==> config.mk <==
export PLATFORM = sky130hd
export DESIGN_NAME = wbc_top
export DESIGN_NICKNAME = d
export VERILOG_FILES = /design/src/rtl/wbc_pkg.sv /design/src/rtl/wbc_lines.sv /design/src/rtl/wbc_lru.sv /design/src/rtl/wbc_ctrl.sv /design/src/rtl/wbc_top.sv
export SDC_FILE = /design/constraint.sdc
export NUM_CORES = 1
export LEC_CHECK = 0
export BUFFER_PORTS_ARGS = -buffer_cell sky130_fd_sc_hd__buf_4
export CORE_ASPECT_RATIO = 1.1
export CORE_MARGIN = 2
export CORE_UTILIZATION = 60
export CTS_CLUSTER_DIAMETER = 120
export CTS_CLUSTER_SIZE = 14
export DETAILED_ROUTE_END_ITERATION = 16
export GPL_TIMING_DRIVEN = 0
export HOLD_SLACK_MARGIN = 0.08
export PLACE_DENSITY = 0.93
export SYNTH_ARGS = -nofsm -noshare
export SYNTH_HDL_FRONTEND = slang
export SYNTH_SLANG_ARGS = --single-unit
==> constraint.sdc <==
create_clock -name clk -period 4.6 [get_ports clk]
set_input_delay 0.23 -clock clk [delete_from_list [all_inputs] [get_ports clk]]
set_output_delay 0.23 -clock clk [all_outputs]
set_load 0.02 [all_outputs]
==> src/rtl/wbc_pkg.sv <==
package wbc_pkg;
  typedef enum logic [2:0] {
    ST_IDLE      = 3'd0,
    ST_WRITEBACK = 3'd1,
    ST_FILL      = 3'd2,
    ST_RESPOND   = 3'd3,
    ST_FSCAN     = 3'd4,
    ST_FWB       = 3'd5
  } wbc_state_e;
endpackage

==> src/rtl/wbc_lines.sv <==
module wbc_lines #(
  parameter int LINES     = 2,
  parameter int TAG_W     = 4,
  parameter int BYTE_W    = 8,
  parameter int BLK_BYTES = 2,
  parameter int IDX_W     = (LINES > 1) ? $clog2(LINES) : 1,
  parameter int OFS_W     = (BLK_BYTES > 1) ? $clog2(BLK_BYTES) : 1
) (
  input  logic                                 clk,
  input  logic                                 rst_n,
  input  logic [TAG_W-1:0]                     lk_tag,
  output logic                                 lk_hit,
  output logic [IDX_W-1:0]                     lk_idx,
  input  logic                                 fill_en,
  input  logic [IDX_W-1:0]                     fill_idx,
  input  logic [TAG_W-1:0]                     fill_tag,
  input  logic [BLK_BYTES-1:0][BYTE_W-1:0]     fill_data,
  input  logic                                 st_en,
  input  logic [IDX_W-1:0]                     st_idx,
  input  logic [OFS_W-1:0]                     st_ofs,
  input  logic [BYTE_W-1:0]                    st_byte,
  input  logic                                 inv_en,
  input  logic [IDX_W-1:0]                     inv_idx,
  input  logic                                 clr_all,
  output logic [LINES-1:0]                     valid_o,
  output logic [LINES-1:0]                     dirty_o,
  output logic [TAG_W-1:0]                     tag_o  [LINES],
  output logic [BLK_BYTES-1:0][BYTE_W-1:0]     data_o [LINES]
);
  logic [LINES-1:0] valid_q, dirty_q;
  logic [TAG_W-1:0] tag_q [LINES];
  logic [BLK_BYTES-1:0][BYTE_W-1:0] data_q [LINES];

  for (genvar g = 0; g < LINES; g++) begin : g_line
    logic sel_fill, sel_st, sel_inv;
    assign sel_fill = fill_en && (fill_idx == IDX_W'(g));
    assign sel_st   = st_en   && (st_idx   == IDX_W'(g));
    assign sel_inv  = inv_en  && (inv_idx  == IDX_W'(g));

    always_ff @(posedge clk or negedge rst_n) begin
      if (!rst_n) begin
        valid_q[g] <= 1'b0;
        dirty_q[g] <= 1'b0;
      end else if (clr_all) begin
        valid_q[g] <= 1'b0;
        dirty_q[g] <= 1'b0;
      end else if (sel_fill) begin
        valid_q[g] <= 1'b1;
        dirty_q[g] <= 1'b0;
      end else if (sel_inv) begin
        valid_q[g] <= 1'b0;
        dirty_q[g] <= 1'b0;
      end else if (sel_st) begin
        dirty_q[g] <= 1'b1;
      end
    end

    always_ff @(posedge clk) begin
      if (sel_fill) begin
        tag_q[g]  <= fill_tag;
        data_q[g] <= fill_data;
      end else if (sel_st) begin
        data_q[g][st_ofs] <= st_byte;
      end
    end

    assign tag_o[g]  = tag_q[g];
    assign data_o[g] = data_q[g];
  end

  assign valid_o = valid_q;
  assign dirty_o = dirty_q;

  always_comb begin
    lk_hit = 1'b0;
    lk_idx = '0;
    for (int i = 0; i < LINES; i++) begin
      if (valid_q[i] && (tag_q[i] == lk_tag)) begin
        lk_hit = 1'b1;
        lk_idx = IDX_W'(i);
      end
    end
  end
endmodule

==> src/rtl/wbc_lru.sv <==
module wbc_lru #(
  parameter int LINES = 2,
  parameter int IDX_W = (LINES > 1) ? $clog2(LINES) : 1
) (
  input  logic              clk,
  input  logic              rst_n,
  input  logic              touch_en,
  input  logic [IDX_W-1:0]  touch_idx,
  input  logic [LINES-1:0]  valid_i,
  output logic [IDX_W-1:0]  victim_idx
);
  logic [IDX_W-1:0] age_q [LINES];
  logic [IDX_W-1:0] touched_age;

  assign touched_age = age_q[touch_idx];

  for (genvar g = 0; g < LINES; g++) begin : g_age
    always_ff @(posedge clk or negedge rst_n) begin
      if (!rst_n) begin
        age_q[g] <= IDX_W'(g);
      end else if (touch_en) begin
        if (touch_idx == IDX_W'(g))
          age_q[g] <= '0;
        else if (age_q[g] < touched_age)
          age_q[g] <= age_q[g] + 1'b1;
      end
    end
  end

  always_comb begin
    logic found;
    victim_idx = '0;
    for (int i = 0; i < LINES; i++)
      if (age_q[i] == IDX_W'(LINES - 1)) victim_idx = IDX_W'(i);
    found = 1'b0;
    for (int i = 0; i < LINES; i++) begin
      if (!valid_i[i] && !found) begin
        victim_idx = IDX_W'(i);
        found      = 1'b1;
      end
    end
  end
endmodule

==> src/rtl/wbc_ctrl.sv <==
module wbc_ctrl
  import wbc_pkg::*;
#(
  parameter int LINES  = 2,
  parameter int TAG_W  = 4,
  parameter int BYTE_W = 8,
  parameter int OFS_W  = 1,
  parameter int IDX_W  = 1,
  parameter int CNT_W  = 16
) (
  input  logic              clk,
  input  logic              rst_n,
  input  logic              req_valid,
  input  logic              req_we,
  input  logic [TAG_W-1:0]  req_tag,
  input  logic [OFS_W-1:0]  req_ofs,
  input  logic [BYTE_W-1:0] req_wdata,
  input  logic              flush,
  input  logic              lk_hit,
  input  logic [IDX_W-1:0]  lk_idx,
  input  logic [IDX_W-1:0]  victim_idx,
  input  logic [LINES-1:0]  valid_vec,
  input  logic [LINES-1:0]  dirty_vec,
  input  logic              mem_ack,
  output logic              req_ready,
  output logic              mem_req,
  output logic              mem_we,
  output logic [IDX_W-1:0]  op_idx,
  output logic [TAG_W-1:0]  fill_tag,
  output logic              fill_en,
  output logic [IDX_W-1:0]  tgt_idx,
  output logic              inv_en,
  output logic              clr_all,
  output logic              acc_en,
  output logic              acc_store,
  output logic [IDX_W-1:0]  acc_idx,
  output logic [OFS_W-1:0]  acc_ofs,
  output logic [BYTE_W-1:0] acc_byte,
  output logic              flush_done,
  output logic [CNT_W-1:0]  hit_count,
  output logic [CNT_W-1:0]  miss_count,
  output logic [CNT_W-1:0]  wb_count
);
  wbc_state_e state_q, state_d;
  logic              q_we;
  logic [TAG_W-1:0]  q_tag;
  logic [OFS_W-1:0]  q_ofs;
  logic [BYTE_W-1:0] q_wdata;
  logic [IDX_W-1:0]  tgt_q, fidx_q;
  logic              cap_en, fidx_clr, fidx_inc;
  logic              hit_inc, miss_inc, wb_inc, done_d, done_q;
  logic              last_line;

  assign last_line = (fidx_q == IDX_W'(LINES - 1));

  always_comb begin
    state_d   = state_q;
    req_ready = 1'b0;
    mem_req   = 1'b0;
    mem_we    = 1'b0;
    op_idx    = tgt_q;
    fill_en   = 1'b0;
    inv_en    = 1'b0;
    clr_all   = 1'b0;
    acc_en    = 1'b0;
    acc_store = q_we;
    acc_idx   = tgt_q;
    acc_ofs   = q_ofs;
    acc_byte  = q_wdata;
    cap_en    = 1'b0;
    fidx_clr  = 1'b0;
    fidx_inc  = 1'b0;
    hit_inc   = 1'b0;
    miss_inc  = 1'b0;
    wb_inc    = 1'b0;
    done_d    = 1'b0;
    unique case (state_q)
      ST_IDLE: begin
        req_ready = !flush;
        acc_store = req_we;
        acc_idx   = lk_idx;
        acc_ofs   = req_ofs;
        acc_byte  = req_wdata;
        if (flush) begin
          fidx_clr = 1'b1;
          state_d  = ST_FSCAN;
        end else if (req_valid) begin
          if (lk_hit) begin
            hit_inc = 1'b1;
            acc_en  = 1'b1;
          end else begin
            miss_inc = 1'b1;
            cap_en   = 1'b1;
            if (valid_vec[victim_idx] && dirty_vec[victim_idx]) begin
              state_d = ST_WRITEBACK;
            end else begin
              state_d = ST_FILL;
            end
          end
        end
      end
      ST_WRITEBACK: begin
        mem_req = 1'b1;
        mem_we  = 1'b1;
        if (mem_ack) begin
          inv_en  = 1'b1;
          wb_inc  = 1'b1;
          state_d = ST_FILL;
        end
      end
      ST_FILL: begin
        mem_req = 1'b1;
        if (mem_ack) begin
          fill_en = 1'b1;
          state_d = ST_RESPOND;
        end
      end
      ST_RESPOND: begin
        acc_en  = 1'b1;
        state_d = ST_IDLE;
      end
      ST_FSCAN, ST_FWB: begin
        op_idx = fidx_q;
        if (state_q == ST_FSCAN && valid_vec[fidx_q] && dirty_vec[fidx_q]) begin
          state_d = ST_FWB;
        end else if (state_q == ST_FSCAN || mem_ack) begin
          mem_req = (state_q == ST_FWB);
          mem_we  = (state_q == ST_FWB);
          wb_inc  = (state_q == ST_FWB);
          if (last_line) begin
            clr_all = 1'b1;
            done_d  = 1'b1;
            state_d = ST_IDLE;
          end else begin
            fidx_inc = 1'b1;
            state_d  = ST_FSCAN;
          end
        end else begin
          mem_req = 1'b1;
          mem_we  = 1'b1;
        end
      end
      default: state_d = ST_IDLE;
    endcase
  end

  always_ff @(posedge clk or negedge rst_n) begin
    if (!rst_n) begin
      state_q    <= ST_IDLE;
      fidx_q     <= '0;
      hit_count  <= '0;
      miss_count <= '0;
      wb_count   <= '0;
      done_q     <= 1'b0;
    end else begin
      state_q <= state_d;
      done_q  <= done_d;
      if (fidx_clr)      fidx_q <= '0;
      else if (fidx_inc) fidx_q <= fidx_q + 1'b1;
      if (hit_inc)  hit_count  <= hit_count + 1'b1;
      if (miss_inc) miss_count <= miss_count + 1'b1;
      if (wb_inc)   wb_count   <= wb_count + 1'b1;
    end
  end

  always_ff @(posedge clk) begin
    if (cap_en) begin
      q_we    <= req_we;
      q_tag   <= req_tag;
      q_ofs   <= req_ofs;
      q_wdata <= req_wdata;
      tgt_q   <= victim_idx;
    end
  end

  assign fill_tag   = q_tag;
  assign tgt_idx    = tgt_q;
  assign flush_done = done_q;
endmodule

==> src/rtl/wbc_top.sv <==
module wbc_top
  import wbc_pkg::*;
#(
  parameter int ADDR_W    = 5,
  parameter int BYTE_W    = 8,
  parameter int BLK_BYTES = 2,
  parameter int LINES     = 2,
  parameter int CNT_W     = 16,
  localparam int OFS_W    = (BLK_BYTES > 1) ? $clog2(BLK_BYTES) : 1,
  localparam int TAG_W    = ADDR_W - OFS_W,
  localparam int BLK_W    = BYTE_W * BLK_BYTES,
  localparam int IDX_W    = (LINES > 1) ? $clog2(LINES) : 1
) (
  input  logic              clk,
  input  logic              rst_n,
  input  logic              req_valid,
  input  logic              req_we,
  input  logic [ADDR_W-1:0] req_addr,
  input  logic [BYTE_W-1:0] req_wdata,
  output logic              req_ready,
  output logic              resp_valid,
  output logic [BYTE_W-1:0] resp_rdata,
  input  logic              flush,
  output logic              flush_done,
  output logic              mem_req,
  output logic              mem_we,
  output logic [TAG_W-1:0]  mem_addr,
  output logic [BLK_W-1:0]  mem_wdata,
  input  logic [BLK_W-1:0]  mem_rdata,
  input  logic              mem_ack,
  output logic [CNT_W-1:0]  hit_count,
  output logic [CNT_W-1:0]  miss_count,
  output logic [CNT_W-1:0]  wb_count
);
  logic [TAG_W-1:0]  req_tag, fill_tag;
  logic [OFS_W-1:0]  req_ofs, acc_ofs;
  logic              lk_hit, fill_en, inv_en, clr_all, acc_en, acc_store;
  logic [IDX_W-1:0]  lk_idx, victim_idx, op_idx, tgt_idx, acc_idx;
  logic [BYTE_W-1:0] acc_byte, line_byte;
  logic [LINES-1:0]  valid_vec, dirty_vec;
  logic [TAG_W-1:0]  tag_arr  [LINES];
  logic [BLK_BYTES-1:0][BYTE_W-1:0] data_arr [LINES];
  logic              resp_valid_q;
  logic [BYTE_W-1:0] resp_data_q;

  assign req_tag = req_addr[ADDR_W-1:OFS_W];
  assign req_ofs = req_addr[OFS_W-1:0];

  wbc_lines #(
    .LINES(LINES), .TAG_W(TAG_W), .BYTE_W(BYTE_W), .BLK_BYTES(BLK_BYTES),
    .IDX_W(IDX_W), .OFS_W(OFS_W)
  ) u_lines (
    .clk(clk), .rst_n(rst_n),
    .lk_tag(req_tag), .lk_hit(lk_hit), .lk_idx(lk_idx),
    .fill_en(fill_en), .fill_idx(tgt_idx), .fill_tag(fill_tag), .fill_data(mem_rdata),
    .st_en(acc_en && acc_store), .st_idx(acc_idx), .st_ofs(acc_ofs), .st_byte(acc_byte),
    .inv_en(inv_en), .inv_idx(tgt_idx), .clr_all(clr_all),
    .valid_o(valid_vec), .dirty_o(dirty_vec), .tag_o(tag_arr), .data_o(data_arr)
  );

  wbc_lru #(.LINES(LINES), .IDX_W(IDX_W)) u_lru (
    .clk(clk), .rst_n(rst_n),
    .touch_en(acc_en), .touch_idx(acc_idx),
    .valid_i(valid_vec), .victim_idx(victim_idx)
  );

  wbc_ctrl #(
    .LINES(LINES), .TAG_W(TAG_W), .BYTE_W(BYTE_W), .OFS_W(OFS_W),
    .IDX_W(IDX_W), .CNT_W(CNT_W)
  ) u_ctrl (
    .clk(clk), .rst_n(rst_n),
    .req_valid(req_valid), .req_we(req_we), .req_tag(req_tag), .req_ofs(req_ofs),
    .req_wdata(req_wdata), .flush(flush),
    .lk_hit(lk_hit), .lk_idx(lk_idx), .victim_idx(victim_idx),
    .valid_vec(valid_vec), .dirty_vec(dirty_vec), .mem_ack(mem_ack),
    .req_ready(req_ready), .mem_req(mem_req), .mem_we(mem_we), .op_idx(op_idx),
    .fill_tag(fill_tag), .fill_en(fill_en), .tgt_idx(tgt_idx), .inv_en(inv_en),
    .clr_all(clr_all), .acc_en(acc_en), .acc_store(acc_store), .acc_idx(acc_idx),
    .acc_ofs(acc_ofs), .acc_byte(acc_byte), .flush_done(flush_done),
    .hit_count(hit_count), .miss_count(miss_count), .wb_count(wb_count)
  );

  assign mem_addr  = mem_we ? tag_arr[op_idx] : fill_tag;
  assign mem_wdata = data_arr[op_idx];
  assign line_byte = data_arr[acc_idx][acc_ofs];

  always_ff @(posedge clk or negedge rst_n) begin
    if (!rst_n) resp_valid_q <= 1'b0;
    else        resp_valid_q <= acc_en;
  end

  always_ff @(posedge clk) begin
    if (acc_en) resp_data_q <= acc_store ? acc_byte : line_byte;
  end

  assign resp_valid = resp_valid_q;
  assign resp_rdata = resp_data_q;
endmodule

# After elaboration in Yosys (flattened, before gate mapping)
# Memory sizes are Yosys's and may differ from the RTL's.
# Cells that the tools add are included.
[totals]
register_bits = 83
ramBits = 40
rom_bits = 0
elab_cells = 260
latchBits = 0
n_memories = 2
[op_classes]
n_shift = 0
multipliers = 0
eq_ne = 13
bitwise = 36
order_cmp = 8
mux = 145
div_mod_pow = 0
n_reduce_logical = 31
n_addsub = 6
[mem_list]
columns = ["memory", "words", "width", "rd", "rd_clocked_by_memory_dff", "wr", "line", "text"]
rows = [
  ["u_lines.data_q", 2, 16, 2, 0, 1, "wbc_lines.sv:32", "logic [BLK_BYTES-1:0][BYTE_W-1:0] data_q [LINES];"],
  ["u_lines.tag_q", 2, 4, 2, 0, 1, "wbc_lines.sv:31", "logic [TAG_W-1:0] tag_q [LINES];"],
]
[op_table]
columns = ["cell", "n"]
rows = [
  ["$mux 16", 10],
  ["$mux 1", 110],
  ["$add 16x1->16 const B", 3],
  ["$mux 8", 5],
  ["$or 1x1->1", 32],
  ["$mux 3", 8],
  ["$mux 4", 5],
  ["$reduce_or 16->1", 1],
  ["$logic_and 1x1->1", 14],
  ["$pmux 3 s4", 1],
  ["$demux 8 s1", 1],
  ["$eq 4x4->1", 2],
  ["$pmux 1 s2", 4],
  ["$reduce_bool 4->1", 2],
  ["$eq 3x2->1 const B", 2],
  ["$eq 3x3->1 const B", 2],
  ["$lt 1x2->1 const B", 3],
  ["$ne 3x3->1 const B", 2],
  ["$reduce_bool 3->1", 2],
  ["$reduce_and 5->1", 1],
  ["$ge 2x2->1 const B", 2],
  ["$ne 2x2->1 const B", 2],
  ["$not 1->2", 2],
  ["$reduce_and 2->1", 2],
  ["14 further kinds", 21],
]

# Longest topological paths before layout
# An unclocked memory read counts as a cell.
[depth]
ltp_word = 17
depth_mapped = 8
depth_no_buf = 6

# Cells and area by module
# From an unflattened synthesis, not the netlist that was laid out.
[unflattened]
hier_cells = 465
area_unflattened_um2 = 6037.0
[by_module_without_submodules]
columns = ["mod", "area_each_um2", "cells_per_inst", "n_inst"]
rows = [
  ["wbc_ctrl", 3088.0, 254, 1],
  ["wbc_lines", 1981.9, 115, 1],
  ["wbc_top", 880.8, 87, 1],
  ["wbc_lru", 86.3, 9, 1],
]

# Worst setup path before layout
# Ideal clock, no wire load.
[synth_timing]
path_type = "reg2reg"
start = "register u_ctrl.state_q[0]"
end = "memory u_lines.data_q[0][10] (netlist bit), enable pin"
t_arrival_ns = 2.584
required_ns = 4.216
setup_time_ns = 0.384
setup_slack_ns = 1.632
stages_incl_launch_ff = 8
period_less_slack_ns = 2.968
path_cell_list = "dfrtp_1 buf_6 nor4_4 nand2_2 o32ai_4 buf_6 o211ai_1 o21ai_0"
[synth_between]
elab_chain_len = 10
elab_cells_between_ends = 49
cone_classes = "2 x order compare; 2 x eq/ne; 19 x mux; 18 x bitwise; 8 x reduce/logical"
[synth_rtl]
columns = ["item", "line", "text"]
rows = [
  ["start: declaration", "wbc_ctrl.sv:44", "wbc_state_e state_q, state_d;"],
  ["start signal: assignment", "wbc_ctrl.sv:156", "state_q <= state_d;"],
  ["$logic_not 3->1 / $eq 3x2->1 (equally long branches)", "wbc_ctrl.sv:77", "unique case (state_q)"],
  ["$mux 1 / $pmux 1 s2 (equally long branches)", "wbc_ctrl.sv:77", ""],
  ["$lt 1x2->1 (not written as such), or another cell as far along", "wbc_lines.sv:63", "data_q[g][st_ofs] <= st_byte;"],
  ["$logic_and 1x1->1, on equally long branches", "wbc_lines.sv:63, wbc_lines.sv:37", ""],
  ["$mux 8 (not written as such) / $mux 1 (equally long branches)", "wbc_lines.sv:63, wbc_lines.sv:62", ""],
  ["$demux 8 s1 / $mux 1 (equally long branches)", "-", ""],
  ["$mux 16 (not written as such)", "wbc_lines.sv:63", ""],
  ["$or 1x1->1 (no source line)", "-", ""],
  ["$reduce_or 16->1 (no source line)", "-", ""],
  ["$mux 1 (no source line) / $mux 16 (equally long branches)", "-", ""],
  ["end: declaration", "wbc_lines.sv:32", ""],
]
# Several ways; a longest one is shown, not always the timed one.

# Final worst setup path
[layout_timing]
start = "input req_addr[2]"
end = "memory u_lines.data_q[0][9] (netlist bit), enable pin"
[layout_between]
elab_chain_len = 16
elab_cells_between_ends = 42
cone_classes = "2 x eq/ne; 16 x mux; 18 x bitwise; 6 x reduce/logical"
[layout_rtl]
columns = ["item", "line", "text"]
rows = [
  ["start: declaration", "wbc_top.sv:18", "input logic [ADDR_W-1:0] req_addr,"],
  ["$eq 4x4->1", "wbc_lines.sv:78", "if (valid_q[i] && (tag_q[i] == lk_tag)) begin"],
  ["$logic_and 1x1->1", "wbc_lines.sv:78", ""],
  ["$mux 1 (2 in a row)", "wbc_lines.sv:78", ""],
  ["$mux 1", "wbc_ctrl.sv:88", "if (lk_hit) begin"],
  ["$mux 1", "wbc_ctrl.sv:87", "end else if (req_valid) begin"],
  ["$mux 1", "wbc_ctrl.sv:84", "if (flush) begin"],
  ["$pmux 1 s2", "wbc_ctrl.sv:77", ""],
  ["$logic_and 1x1->1", "wbc_top.sv:56", ".st_en(acc_en && acc_store), .st_idx(acc_idx), .st_ofs(acc_ofs), .st_byte(acc_byte),"],
  ["$logic_and 1x1->1", "wbc_lines.sv:37", "assign sel_st = st_en && (st_idx == IDX_W'(g));"],
  ["$mux 1", "wbc_lines.sv:62", "end else if (sel_st) begin"],
  ["$mux 1", "wbc_lines.sv:59", "if (sel_fill) begin"],
  ["$mux 16 (not written as such)", "wbc_lines.sv:63", ""],
  ["$or 1x1->1 (no source line)", "-", ""],
  ["$reduce_or 16->1 (no source line)", "-", ""],
  ["$mux 1 (no source line) / $mux 16 (equally long branches)", "-", ""],
]
# Several ways; a longest one is shown, not always the timed one.

==> flow_metrics.env <==
export IMPL_finalNonFillerCells=827
export IMPL_p_int_mw=2.856
export IMPL_grt_overflow=0
export IMPL_core_um2=10340
export IMPL_skew_ns=0.008310
export IMPL_cp_arrival_ns=3.24
export IMPL_syn_area_um2=6362
export IMPL_route_detailed_drc=0
export IMPL_pin_count=116
export IMPL_synth_edf_count=63
export IMPL_dp_cells=780
export IMPL_synth_flop_cell="edfxtp_1"
export IMPL_placed_area_um2=7397
export IMPL_path_class="input port to register"
export IMPL_grt_pass1_wl_um=25530
export IMPL_antenna_found_initial=0
export IMPL_fillers=625
export IMPL_initial_utilization_pct=61.50
export IMPL_p_leak_nw=3.483
export IMPL_status="complete, no violations"
export IMPL_cp_start_kind="input port"
export IMPL_wl_per_cell_um=19.60
export IMPL_drive_above_1_share_pct=32.75
export IMPL_crit_buf_inv=3
export IMPL_switchingPower_mw=1.502
export IMPL_final_util_pct=78.79
export IMPL_worstPathRequired_ns=4.63
export IMPL_synthToLayoutAreaGrowth_pct=28.10
export IMPL_hold_ws_ns=0.1167
export IMPL_power_total_mw=4.358
export IMPL_grt_max_degree=61
export IMPL_hpwlAfterDp_um=10410
export IMPL_cp_max_fo=10
export IMPL_rsz0062_at_grt="no"
export IMPL_die_y_um=112
export IMPL_numCtsBuffers=17
export IMPL_cts_sink_count=123
export IMPL_synth_nets=561
export IMPL_slew_limit_headroom_pct=31.15
export IMPL_synth_seq_cells=123
export IMPL_synth_async_sr_flop_share_pct=48.78
export IMPL_timing_final_hold_violations=0
export IMPL_design_area_um2=8150
export IMPL_min_period_ns=3.212
export IMPL_nets=709
export IMPL_cts_htree_levels=4
export IMPL_clkTransAtPathRegs_ns=0.05
export IMPL_routed_via_density=6.183
export IMPL_max_cap_violations=0
export IMPL_gp_congestion=0.8871
export IMPL_yosysUniqueCellTypes=56
export IMPL_cts_tree="built"
export IMPL_path_cells="dlygate4sd3_1 > buf_4 > xnor2_1 > nand3_1 > o32ai_4 > buf_6 > o211ai_1 > o21ai_1"
export IMPL_track_usage_pct=29.21
export IMPL_dpl_worst_slack_ns=1.097
export IMPL_max_stage_delay_ns=0.79
export IMPL_fp_dieW_um=102.2
export IMPL_drtIter0Drc=448
export IMPL_wirelength_um=16210
export IMPL_yosys_warnings=0
export IMPL_pwr_share_seq_pct=33.7
export IMPL_cts_root_buf="clkbuf_16"
export IMPL_fmax_mhz=311.4
export IMPL_clockBufferDepth=2
export IMPL_power_density_nw_per_um2=534.7
export IMPL_portBuffers=114
export IMPL_irDropWorstVdd_mv=0.3491
export IMPL_final_setup_worst_slack_ns=1.388
export IMPL_synth_cells=523
export IMPL_yosysSeqAreaShare_pct=53.35
export IMPL_finalCritPeriodShare_pct=69.82
export IMPL_slew_violations=0
export IMPL_n_antenna_cell=0
export IMPL_clk_latency_ns=0.41
export IMPL_cts_resized=0
export IMPL_grt_pass1_vias=5058
export IMPL_vias=5113
export IMPL_power_share_clock_pct=30.8
export IMPL_die_area_um2=11440
export IMPL_rows=39
export IMPL_dr_pass1_iters=5
export IMPL_syn_avg_cell_area_um2=12.17
export IMPL_setup_tns_final_ns=0
export IMPL_drtAntennaViolNets=0
export IMPL_slowest_stage="o21ai_1"
export IMPL_finalSetupViolations=0
export IMPL_switching_share_pct=34.46
export IMPL_hold_class="input port to register"
export IMPL_worst_setup_path_end_kind="register"
export IMPL_worst_pin_slew_ns=1.004
export IMPL_crit_family="compound AO/OA/AOI/OAI gates"
export IMPL_combPwrFrac_pct=35.5
per-layer routing:
layer	global-route usage [%]	share of wire, %
met4	12.44	2.8
met1	36.82	39
met3	7.847	8.1
met2	47.32	50
met5	0	0
logic make-up (layout without fill, tap and decap cells):
family / Yosys count / in the layout / synth area share (%)
AND/OR/NAND/NOR: 156 / 156 / 12.68
flip-flops: 123 / 123 / 53.35
multiplexers: 89 / 89 / 15.18
AO/OA/AOI/OAI: 63 / 63 / 8.201
XOR/XNOR: 53 / 53 / 7.296
buffers and inverters: 36 / 197 / 2.694
adder cells (fa/ha/maj): 3 / 3 / 0.5900
cells in the final DEF, fill, tap and decap left out, types with 3 or more instances in the layout:
cell           instances
o211ai_4               3
buf_4                116
a31o_2                 7
clkbuf_8               4
buf_1                  3
a221oi_1               8
inv_1                 11
dfrtp_1               59
nand3_1               23
edfxtp_1              63
mux2i_1               29
and2_1                 6
and4_1                 3
a21oi_1                5
nor4_1                 5
clkbuf_16             18
nor3_1                 5
nor2_1                25
dlygate4sd3_1         15
clkbuf_1              15
xor2_1                11
nand2_1               42
xnor2_1               42
a22oi_1                3
mux2_2                52
mux2_1                 8
clkinv_2               3
and3_1                18
a31oi_1                4
nand4_1               17
buf_6                  3
o21ai_0               15
ha_1                   3
buf_2                  5
cells in the mapped netlist (3+ instances only):
cell type	number	area (um^2)
nor3_1	5	25.02
a22oi_1	3	22.52
nand3_1	23	115.1
buf_1	3	11.26
a31oi_1	4	25.02
mux2_1	8	90.09
ha_1	3	37.54
buf_6	3	33.78
a221oi_1	8	70.07
mux2_2	52	585.6
nand4_1	17	106.4
nor2_1	25	93.84
inv_1	11	41.29
o211ai_4	3	63.81
edfxtp_1	63	1892
and2_1	6	37.54
and4_1	3	26.28
xnor2_1	42	367.9
clkbuf_1	11	41.29
buf_2	5	25.02
and3_1	18	112.6
xor2_1	11	96.34
nand2_1	42	157.7
nor4_1	5	31.28
a21oi_1	5	25.02
o21ai_0	16	80.08
mux2i_1	29	290.3
a31o_2	7	61.31
dfrtp_1	59	1476
sequential cells by signal (all words and copies together), names as in the netlist, 3 cells and up:
name               count
resp_rdata             8
u_ctrl.fill_tag        4
u_ctrl.hit_count      16
u_ctrl.miss_count     16
u_ctrl.q_wdata         8
u_ctrl.state_q         3
u_ctrl.wb_count       16
u_lines.data_q        32
u_lines.tag_q          8
what timing repair did:
item                      in CTS  in global routing
hold buffers                  15                  0
hold endpoints to repair      73                  0
setup buffers                  0                  0
final cells by class:
type	instances	area (um^2)	share of cell area, %
buffer	24	126.4	1.551
tap	143	178.9	2.195
timing repair buffer	129	1006	12.34
multi-input combinational	364	2796	34.31
inverter	12	45.04	0.5527
sequential	123	3395	41.65
clock inverter	6	82.58	1.013
clock buffer	26	520.5	6.386
worst paths after layout:
| check | start | endpoint | slack, ns | depth (start not counted) |
|---|---|---|---|---|
| max | req_addr[2] | u_lines.data_q[0][9]$_DFFE_PP_ | 1.39 | 8 |
| min | mem_rdata[14] | u_lines.data_q[0][14]$_DFFE_PP_ | 0.12 | 2 |
| max reg2reg | u_ctrl.state_q[0]$_DFFE_PN0P_ | u_lines.data_q[0][9]$_DFFE_PP_ | 1.45 | 7 |
| min reg2reg | u_ctrl.miss_count[15]$_DFFE_PN0P_ | u_ctrl.miss_count[15]$_DFFE_PN0P_ | 0.46 | 1 |
| max in group asynchronous | rst_n | resp_valid$_DFF_PN0_ | 3.67 | 2 |
| min in group asynchronous | rst_n | u_ctrl.miss_count[11]$_DFFE_PN0P_ | 0.44 | 2 |
power by group through the flow:
| stage | combinational [mW] | sequential (mW) | clock [mW] |
|---|---|---|---|
| 6_report | 1.55 | 1.47 | 1.34 |
| 5_1_grt | 1.65 | 1.48 | 1.40 |
| 4_1_cts | 1.53 | 1.47 | 1.35 |
| 3_5_place_dp | 1.48 | 1.48 | 0 |
| 3_3_place_gp | 1.44 | 1.47 | 0 |
| 2_1_floorplan | 0.933 | 1.53 | 0 |
(Power assumes the default switching activity.)
